## config.mk

```make
export PLATFORM = sky130hd
export DESIGN_NAME = pwm_phase_sequencer
export DESIGN_NICKNAME = d
export VERILOG_FILES = /design/src/rtl/pss_pkg.sv /design/src/rtl/pss_period_ctr.sv /design/src/rtl/pss_offset_gen.sv /design/src/rtl/pss_phase_chan.sv /design/src/rtl/pwm_phase_sequencer.sv
export SDC_FILE = /design/constraint.sdc
export NUM_CORES = 1
export LEC_CHECK = 0
export ABC_AREA = 1
export BUFFER_PORTS_ARGS = -buffer_cell sky130_fd_sc_hd__buf_2
export CAP_MARGIN = 25
export CORE_UTILIZATION = 55
export CTS_BUF_LIST = sky130_fd_sc_hd__clkbuf_16
export CTS_CLUSTER_SIZE = 20
export DETAILED_ROUTE_END_ITERATION = 10
export PLACE_DENSITY = 0.73
export SYNTH_ARGS = -nofsm -noshare
export SYNTH_HDL_FRONTEND = slang
export SYNTH_SLANG_ARGS = --single-unit
```

## constraint.sdc

```tcl
create_clock -name clk -period 23 [get_ports clk]
set_input_delay 1.15 -clock clk [delete_from_list [all_inputs] [get_ports clk]]
set_output_delay 1.15 -clock clk [all_outputs]
set_load 0.03 [all_outputs]
```

## src/rtl/pss_pkg.sv

```systemverilog
package pss_pkg;
    localparam int MAX_PH     = 4;
    localparam int SENSED     = 2;
    localparam int MIN_PERIOD = 4;

    typedef enum logic [2:0] {
        ST_OFF,
        ST_PROBE_A,
        ST_PROBE_B,
        ST_ALIGN,
        ST_RUN
    } seq_state_t;

    typedef enum logic [1:0] {
        PC_NONE  = 2'b00,
        PC_TWO   = 2'b01,
        PC_THREE = 2'b10,
        PC_FOUR  = 2'b11
    } ph_code_t;
endpackage

```

## src/rtl/pss_period_ctr.sv

```systemverilog
module pss_period_ctr #(
    parameter int CNT_W = 8
) (
    input  logic             clk,
    input  logic             rst_n,
    input  logic             clear,
    input  logic [CNT_W-1:0] len,
    output logic [CNT_W-1:0] cnt,
    output logic             wrap
);
    assign wrap = (cnt >= len - CNT_W'(1));

    always_ff @(posedge clk) begin
        if (!rst_n) begin
            cnt <= '0;
        end else if (clear) begin
            cnt <= '0;
        end else if (wrap) begin
            cnt <= '0;
        end else begin
            cnt <= cnt + CNT_W'(1);
        end
    end
endmodule

```

## src/rtl/pss_offset_gen.sv

```systemverilog
module pss_offset_gen
    import pss_pkg::*;
#(
    parameter int CNT_W = 8
) (
    input  logic [CNT_W-1:0]        len,
    input  ph_code_t                code,
    output logic [MAX_PH*CNT_W-1:0] offsets
);
    localparam int PW = CNT_W + 2;

    for (genvar k = 0; k < MAX_PH; k++) begin : g_off
        logic [PW-1:0] prod;
        logic [PW-1:0] quot;

        assign prod = PW'(k) * PW'(len);

        always_comb begin
            unique case (code)
                PC_TWO:   quot = prod >> 1;
                PC_THREE: quot = prod / PW'(3);
                default:  quot = prod >> 2;
            endcase
        end

        assign offsets[k*CNT_W +: CNT_W] = quot[CNT_W-1:0];
    end
endmodule

```

## src/rtl/pss_phase_chan.sv

```systemverilog
module pss_phase_chan #(
    parameter int CNT_W = 8
) (
    input  logic             clk,
    input  logic             rst_n,
    input  logic             running,
    input  logic             active,
    input  logic [CNT_W-1:0] cnt,
    input  logic [CNT_W-1:0] len,
    input  logic [CNT_W-1:0] offset,
    input  logic [CNT_W-1:0] duty,
    output logic             pwm
);
    logic [CNT_W-1:0] local_cnt;
    logic [CNT_W-1:0] duty_max;
    logic [CNT_W-1:0] duty_eff;
    logic             at_start;
    logic             started;

    always_comb begin
        if (cnt >= offset) begin
            local_cnt = cnt - offset;
        end else begin
            local_cnt = cnt + (len - offset);
        end
        duty_max = len - CNT_W'(1);
        duty_eff = (duty > duty_max) ? duty_max : duty;
        at_start = (local_cnt == '0);
    end

    // the first period after entering RUN is gated until this phase's own start
    always_ff @(posedge clk) begin
        if (!rst_n) begin
            started <= 1'b0;
        end else if (!running || !active) begin
            started <= 1'b0;
        end else if (at_start) begin
            started <= 1'b1;
        end
    end

    assign pwm = running && active && (started || at_start) && (local_cnt < duty_eff);
endmodule

```

## src/rtl/pwm_phase_sequencer.sv

```systemverilog
module pwm_phase_sequencer
    import pss_pkg::*;
#(
    parameter int CNT_W = 8
) (
    input  logic                    clk,
    input  logic                    rst_n,
    input  logic                    en,
    input  logic [CNT_W-1:0]        period,
    input  logic [MAX_PH*CNT_W-1:0] duty,
    input  logic [SENSED-1:0]       sense_lo,
    output logic [MAX_PH-1:0]       pwm_out,
    output logic [SENSED-1:0]       pwm_probe,
    output logic                    ready,
    output logic [1:0]              phase_cnt
);
    seq_state_t              state;
    seq_state_t              state_nx;
    ph_code_t                code;
    logic [CNT_W-1:0]        len_eff;
    logic [CNT_W-1:0]        cnt;
    logic                    wrap;
    logic [MAX_PH*CNT_W-1:0] offsets;
    logic [MAX_PH-1:0]       active;
    logic                    running;

    assign len_eff = (period < CNT_W'(MIN_PERIOD)) ? CNT_W'(MIN_PERIOD) : period;

    // state register
    always_ff @(posedge clk) begin
        if (!rst_n) begin
            state <= ST_OFF;
        end else begin
            state <= state_nx;
        end
    end

    always_comb begin
        state_nx = state;
        if (!en) begin
            state_nx = ST_OFF;
        end else begin
            unique case (state)
                ST_OFF:     state_nx = ST_PROBE_A;
                ST_PROBE_A: state_nx = ST_PROBE_B;
                ST_PROBE_B: state_nx = ST_ALIGN;
                ST_ALIGN:   state_nx = wrap ? ST_RUN : ST_ALIGN;
                ST_RUN:     state_nx = ST_RUN;
                default:    state_nx = ST_OFF;
            endcase
        end
    end

    // phase count latch, taken on the last probe cycle only
    always_ff @(posedge clk) begin
        if (!rst_n || !en) begin
            code <= PC_NONE;
        end else if (state == ST_PROBE_B) begin
            if (sense_lo[0]) begin
                code <= PC_TWO;
            end else if (sense_lo[1]) begin
                code <= PC_THREE;
            end else begin
                code <= PC_FOUR;
            end
        end
    end

    // outputs decoded from state
    always_comb begin
        pwm_probe = '0;
        ready     = 1'b0;
        running   = 1'b0;
        unique case (state)
            ST_OFF:     ;
            ST_PROBE_A: pwm_probe = '1;
            ST_PROBE_B: pwm_probe = '1;
            ST_ALIGN:   ready = 1'b1;
            ST_RUN: begin
                ready   = 1'b1;
                running = 1'b1;
            end
            default:    ;
        endcase
        phase_cnt = ready ? code : PC_NONE;
    end

    assign active[0] = 1'b1;
    assign active[1] = 1'b1;
    assign active[2] = (code == PC_THREE) || (code == PC_FOUR);
    assign active[3] = (code == PC_FOUR);

    pss_period_ctr #(.CNT_W(CNT_W)) u_ctr (
        .clk   (clk),
        .rst_n (rst_n),
        .clear (state == ST_OFF),
        .len   (len_eff),
        .cnt   (cnt),
        .wrap  (wrap)
    );

    pss_offset_gen #(.CNT_W(CNT_W)) u_off (
        .len     (len_eff),
        .code    (code),
        .offsets (offsets)
    );

    for (genvar k = 0; k < MAX_PH; k++) begin : g_chan
        pss_phase_chan #(.CNT_W(CNT_W)) u_chan (
            .clk     (clk),
            .rst_n   (rst_n),
            .running (running),
            .active  (active[k]),
            .cnt     (cnt),
            .len     (len_eff),
            .offset  (offsets[k*CNT_W +: CNT_W]),
            .duty    (duty[k*CNT_W +: CNT_W]),
            .pwm     (pwm_out[k])
        );
    end
endmodule

```

### Yosys cells after proc, flatten, opt, wreduce, memory -nomap -nowiden

Cells that the tools add are included.

* $add $sub $neg: 12
* multipliers: 1
* divide/modulo/power cells: 3
* magnitude comparators: 14
* equal/unequal tests: 7
* muxes and demuxes: 20
* bitwise logic cells: 1
* reduce and logical (&&, ||, !) cells: 35

Operators by type and width (count)
* 2-to-1 mux 8 bit: 9
* one-hot mux 8 bit (2 select lines): 3
* subtractor 8 bit: 6
* adder 8 bit: 4
* greater-or-equal comparator 8 bit: 4
* greater-than comparator 8 bit: 4
* zero test 8 bit: 4
* less-than comparator 8 bit: 4
* one-hot mux 3 bit (5 select lines): 1
* divider 10 x 2 -> 10 bit, second input constant: 1
* divider 8 x 2 -> 10 bit, second input constant: 1
* divider 9 x 2 -> 10 bit, second input constant: 1
* logical AND 1 bit: 10
* multiplier 2 x 8 -> 10 bit, first input constant: 1
* adder 8 x 1 -> 8 bit, second input constant: 1
* greater-or-equal comparator 8 x 1 -> 1 bit, second input constant: 1
* logical OR 1 bit: 8
* less-than comparator 8 x 3 -> 1 bit, second input constant: 1
* OR reduction 2 bit: 4
* subtractor 8 x 1 -> 8 bit, second input constant: 1
* equality test 3 x 2 -> 1 bit, second input constant: 2
* 2-to-1 mux 2 bit: 3
* zero test 1 bit: 5
* equality test 2 bit, second input constant: 2
* 9 further kinds: 12

* bits in registers: 17

### Logic depth before layout (Yosys ltp)

* word-level depth: 12
* depth in mapped cells: 70
* depth with buffers taken out: 69

### Modules after synthesis

From an unflattened synthesis, not the netlist that was laid out.

* cells, all modules: 2046
* area, all modules: 11723.7 um^2

Modules (own cells, without submodules)
* pss_phase_chan (g_chan[0].u_chan ...): instances 3, cells an instance 326, area each 1874.3 um^2, sequential area each 20.0 um^2
* pss_offset_gen: instances 1, cells an instance 581, area each 3195.6 um^2, sequential area each 0.0 um^2
* pss_phase_chan (g_chan[3].u_chan): instances 1, cells an instance 327, area each 1878.1 um^2, sequential area each 20.0 um^2
* pss_period_ctr: instances 1, cells an instance 98, area each 686.9 um^2, sequential area each 160.2 um^2
* pwm_phase_sequencer: instances 1, cells an instance 62, area each 340.3 um^2, sequential area each 100.1 um^2

### Worst setup path after synthesis

Ideal clock, no wire load.

* kind: in2out
* start: input period[6]
* end: output pwm_out[1]
* arrival time: 8.566 ns
* slack: 13.284 ns
* stages: 66
* cells stage by stage: inv_1 -> ha_1 -> nand3_4 -> inv_2 -> nor2_4 -> ha_1 -> inv_1 -> nor2_4 -> nand2_1 -> nand2_1 -> nand2_1 -> nand2_1 -> nand2_1 -> nand2_4 -> nand2_4 -> nor2_4 -> nand2_2 -> o21ai_1 -> (+30 left out) -> nand2_1 -> a21oi_1 -> nor2_1 -> nor2_1 -> nor2_1 -> nor2_1 -> inv_1 -> a21oi_1 -> a21oi_1 -> o21ai_0 -> o21ai_0 -> ha_1 -> nand2_1 -> inv_1 -> o21ai_0 -> nand4_1 -> a41oi_1 -> buf_4

* word-level cells in the longest chain between the ends: 11
* elaborated cells on any way between the ends: 17
* those cells by class: add/sub (4); div (1); order compare (4); mux (4); reduce/logical (4)

RTL lines
* start: declaration: RTL line pwm_phase_sequencer.sv:9 `input logic [CNT_W-1:0] period,`
* less-than comparator 8 x 3 -> 1 bit: RTL line pwm_phase_sequencer.sv:27 `assign len_eff = (period < CNT_W'(MIN_PERIOD)) ? CNT_W'(MIN_PERIOD) : period;`
* 2-to-1 mux 8 bit *: RTL line pwm_phase_sequencer.sv:27
* parallel branches: the longest is 8 deep, another holds divider 8 x 2 -> 10 bit
* logical AND 1 bit *: RTL line pss_phase_chan.sv:42 `assign pwm = running && active && (started || at_start) && (local_cnt < duty_eff);`
* end: declaration: RTL line pwm_phase_sequencer.sv:12 `output logic [MAX_PH-1:0] pwm_out,`

Every way passes the cells marked *.

### Worst setup path after layout

Same ends and word-level chain as after synthesis.

==> metrics.txt <==
Synth Area in Adders 27.75%; GRT Util Overall 30.44%; Initial DRT Pass Iterations 7; dominant synthesized flop cell dfxtp_1; I/O Pins 54; synth warn 0; Seq/Total Area, Yosys 4.103%; failing checks DRC; Hold Fails Final Rpt 0; I/O Buffers 53; pin count of the biggest net entering global routing 29; compound-cell area share of the yosys netlist 16.37%; Mean Syn Cell Area 6.362 um^2; vias 8,608; area grow syn2layout 6.199%; buffer count from post-CTS setup fixing 0; peak supply drop 0.02456 mV; post-synth net total 1,518; most used cell, CP nand2_1; fin nets 1,560; register bit total from synthesis 17; Skew-Pair Late Insertion Delay 250 ps; root buffer cell clkbuf_16; fin crit share 48.60%; Rel. slew slack 35.96%; maxcap violations 0; Post-synth EDFFs 0; Post-Syn Instances 1,304; Tmin final 11,180 ps; Clock Path Buffers 2; commonest cells after routing, fill and taps aside nand2_1, inv_1, ha_1; post-synthesis simple-gate area fraction 34.90%; DIE AREA 15,580 um^2; CTS tree yes; mapped cell area 8295 um^2; status finished with violations; fillers 1,491; Rows 44; Die Wd 124.8 um; H-tree levels 1; clk_skew 2.610 ps; Antenna Nets Post-Route 0; first-pass GRT wire length 39,140 um; crit path launch type input pin; post-synthesis mux area share 1.101%; ant diodes 0; Max FO, Critical Path 12; Initial Utilization 56.65%; Worst path max stage delay 500 ps; pwr dens 49.89 nW/um^2; Starting DRT DRC Count 429; total CTS buffers 3; Sink Count 17; fmax 89.46 MHz; initial antenna violation count 0; core area 14,640 um^2; Leak 4.588 nW; Setup Crit Path Kind input pin to output port; Avg Vias per Cell 5.630; DR WL/cell 14.95 um; Final Max Slew Viols 0; Critical path buffers and inverters 8; crit path capture type output port; leading cell type in the layout, fill and taps excluded nand2_1; slowest CP cell fa_1; Worst EP arrival 10,030 ps; largest family of logic cells by synthesized area simple AND/OR/NAND/NOR gates; setup TNS 0 ps; Post-CTS Hold Fix Bufs 0; Synth cell types 57; Worst Path Required 21,850 ps; vias in the first global route 8,277; RSZ-0062 raised after global routing no; xor/xnor share of the synthesized area 6.139%; total power 0.0004396 W; GRT Residual Overflow 0; Reg clk slew, reported paths 50 ps; asr flop ratio synth 0%; class of the worst hold path register to register; CP delay by family, top simple AND/OR/NAND/NOR gates; share of cells above drive strength 1 11.08%; routability congestion estimate from global placement 0.9935; total wire length 22,860 um; Die Y 124.8 um; slew at the pin with the worst max-slew slack 954.2 ps; # resized after CTS 0; post-DP HPWL 18,920 um; setup violators final 0; DRC Markers 2
## routing by layer
metal	GRT usage (%)	share of wire, %	up-vias
met3	2.062	4.5	46
met2	54.56	47	214
li1	-	-	4445
met4	10.98	3.3	0
met5	0	0	-
met1	38.21	45	3903
## worst register-to-register path, cell delays in order, from the launching register on
cell      delay [ps]
dfxtp_1          350
inv_1             90
ha_1             550
clkinv_1         750
o21ai_0          630
inv_1            110
fa_1             520
inv_1             50
ha_1             340
a21oi_1          140
nand2_1           90
a21oi_1          130
inv_1             50
a21oi_1          160
nor2_1            70
nor2_1            90
nor2_1            50
o21ai_0          140
inv_1             50
o21ai_0          120
o21ai_0          200
nor2_1           160
o21ai_0          120
nor2_1           100
## where the power goes
part / total, W / internal (W) / switching (W) / leakage (nW)
combinational: 0.000373 / 0.000136 / 0.000238 / 4.41
clock: 0.0000355 / 0.0000231 / 0.0000124 / 0.0423
sequential: 0.0000306 / 0.0000298 / 0.000000747 / 0.137
## final cells by class
cell class / instances / area (um^2) / share of cell area (%)
Sequential cell: 17 / 340.3 / 3.863
Inverter: 183 / 694.4 / 7.882
Clock inverter: 1 / 3.754 / 0.04261
Clock buffer: 3 / 75.07 / 0.8522
Timing Repair Buffer: 59 / 310.3 / 3.522
Multi-Input combinational cell: 1082 / 7156 / 81.22
Tap cell: 184 / 230.2 / 2.613
## cells by family (layout without fill, tap and decap cells)
| kind of cell | Yosys count | after routing |
|---|---|---|
| compound gates | 246 | 246 |
| xor+xnor | 56 | 56 |
| fa+ha+maj | 169 | 169 |
| buf+inv | 205 | 246 |
| flops | 17 | 17 |
| mux | 9 | 9 |
| simple gates | 602 | 602 |
## worst paths after layout
kind                            cells after the start                                  start  slack [ps]                                    end
worst min register to register                      2  g_chan[0].u_chan.started$_SDFFE_PN0P_         460  g_chan[0].u_chan.started$_SDFFE_PN0P_
worst max register to register                     23                   code[0]$_SDFFE_PN0P_       17880  g_chan[3].u_chan.started$_SDFFE_PP0P_
worst max-delay path                               65                              period[6]       11820                             pwm_out[1]
worst min-delay path                                2  g_chan[0].u_chan.started$_SDFFE_PN0P_         460  g_chan[0].u_chan.started$_SDFFE_PN0P_
## synth_stat cells (14+ instances only)
| master | n | area share [%] |
|---|---|---|
| nor2_1 | 116 | 5.2 |
| nand4_1 | 16 | 1.2 |
| nand2_2 | 20 | 1.5 |
| inv_1 | 167 | 7.6 |
| nand2_1 | 264 | 12 |
| o21ai_0 | 76 | 4.6 |
| nand3_2 | 14 | 1.7 |
| dfxtp_1 | 17 | 4.1 |
| fa_1 | 25 | 6.0 |
| nor2_2 | 14 | 1.1 |
| nand3_1 | 95 | 5.7 |
| ha_1 | 144 | 22 |
| xnor2_1 | 16 | 1.7 |
| xor2_1 | 39 | 4.1 |
| a21oi_1 | 112 | 6.8 |
## through the flow
step	worst slack (ps)	hold slack (ps)	utilization (%)	cell area, um^2	std cells
2_1_floorplan	13280	427.4	-	8295	1304
3_3_place_gp	12110	437.9	59.62	8731	1525
3_5_place_dp	11850	448.3	59.62	8731	1525
4_1_cts	11820	460.4	60.16	8810	1529
5_1_grt	10780	511.2	60.16	8810	1529
6_report	11820	458.6	60.16	8810	1529
## sequential cells by signal, indices dropped and copies added (netlist names)
register	flops
g_chan.u_chan.started	4
code	2
u_ctr.cnt	8
state	3
Power figures use the tool's default switching activity.
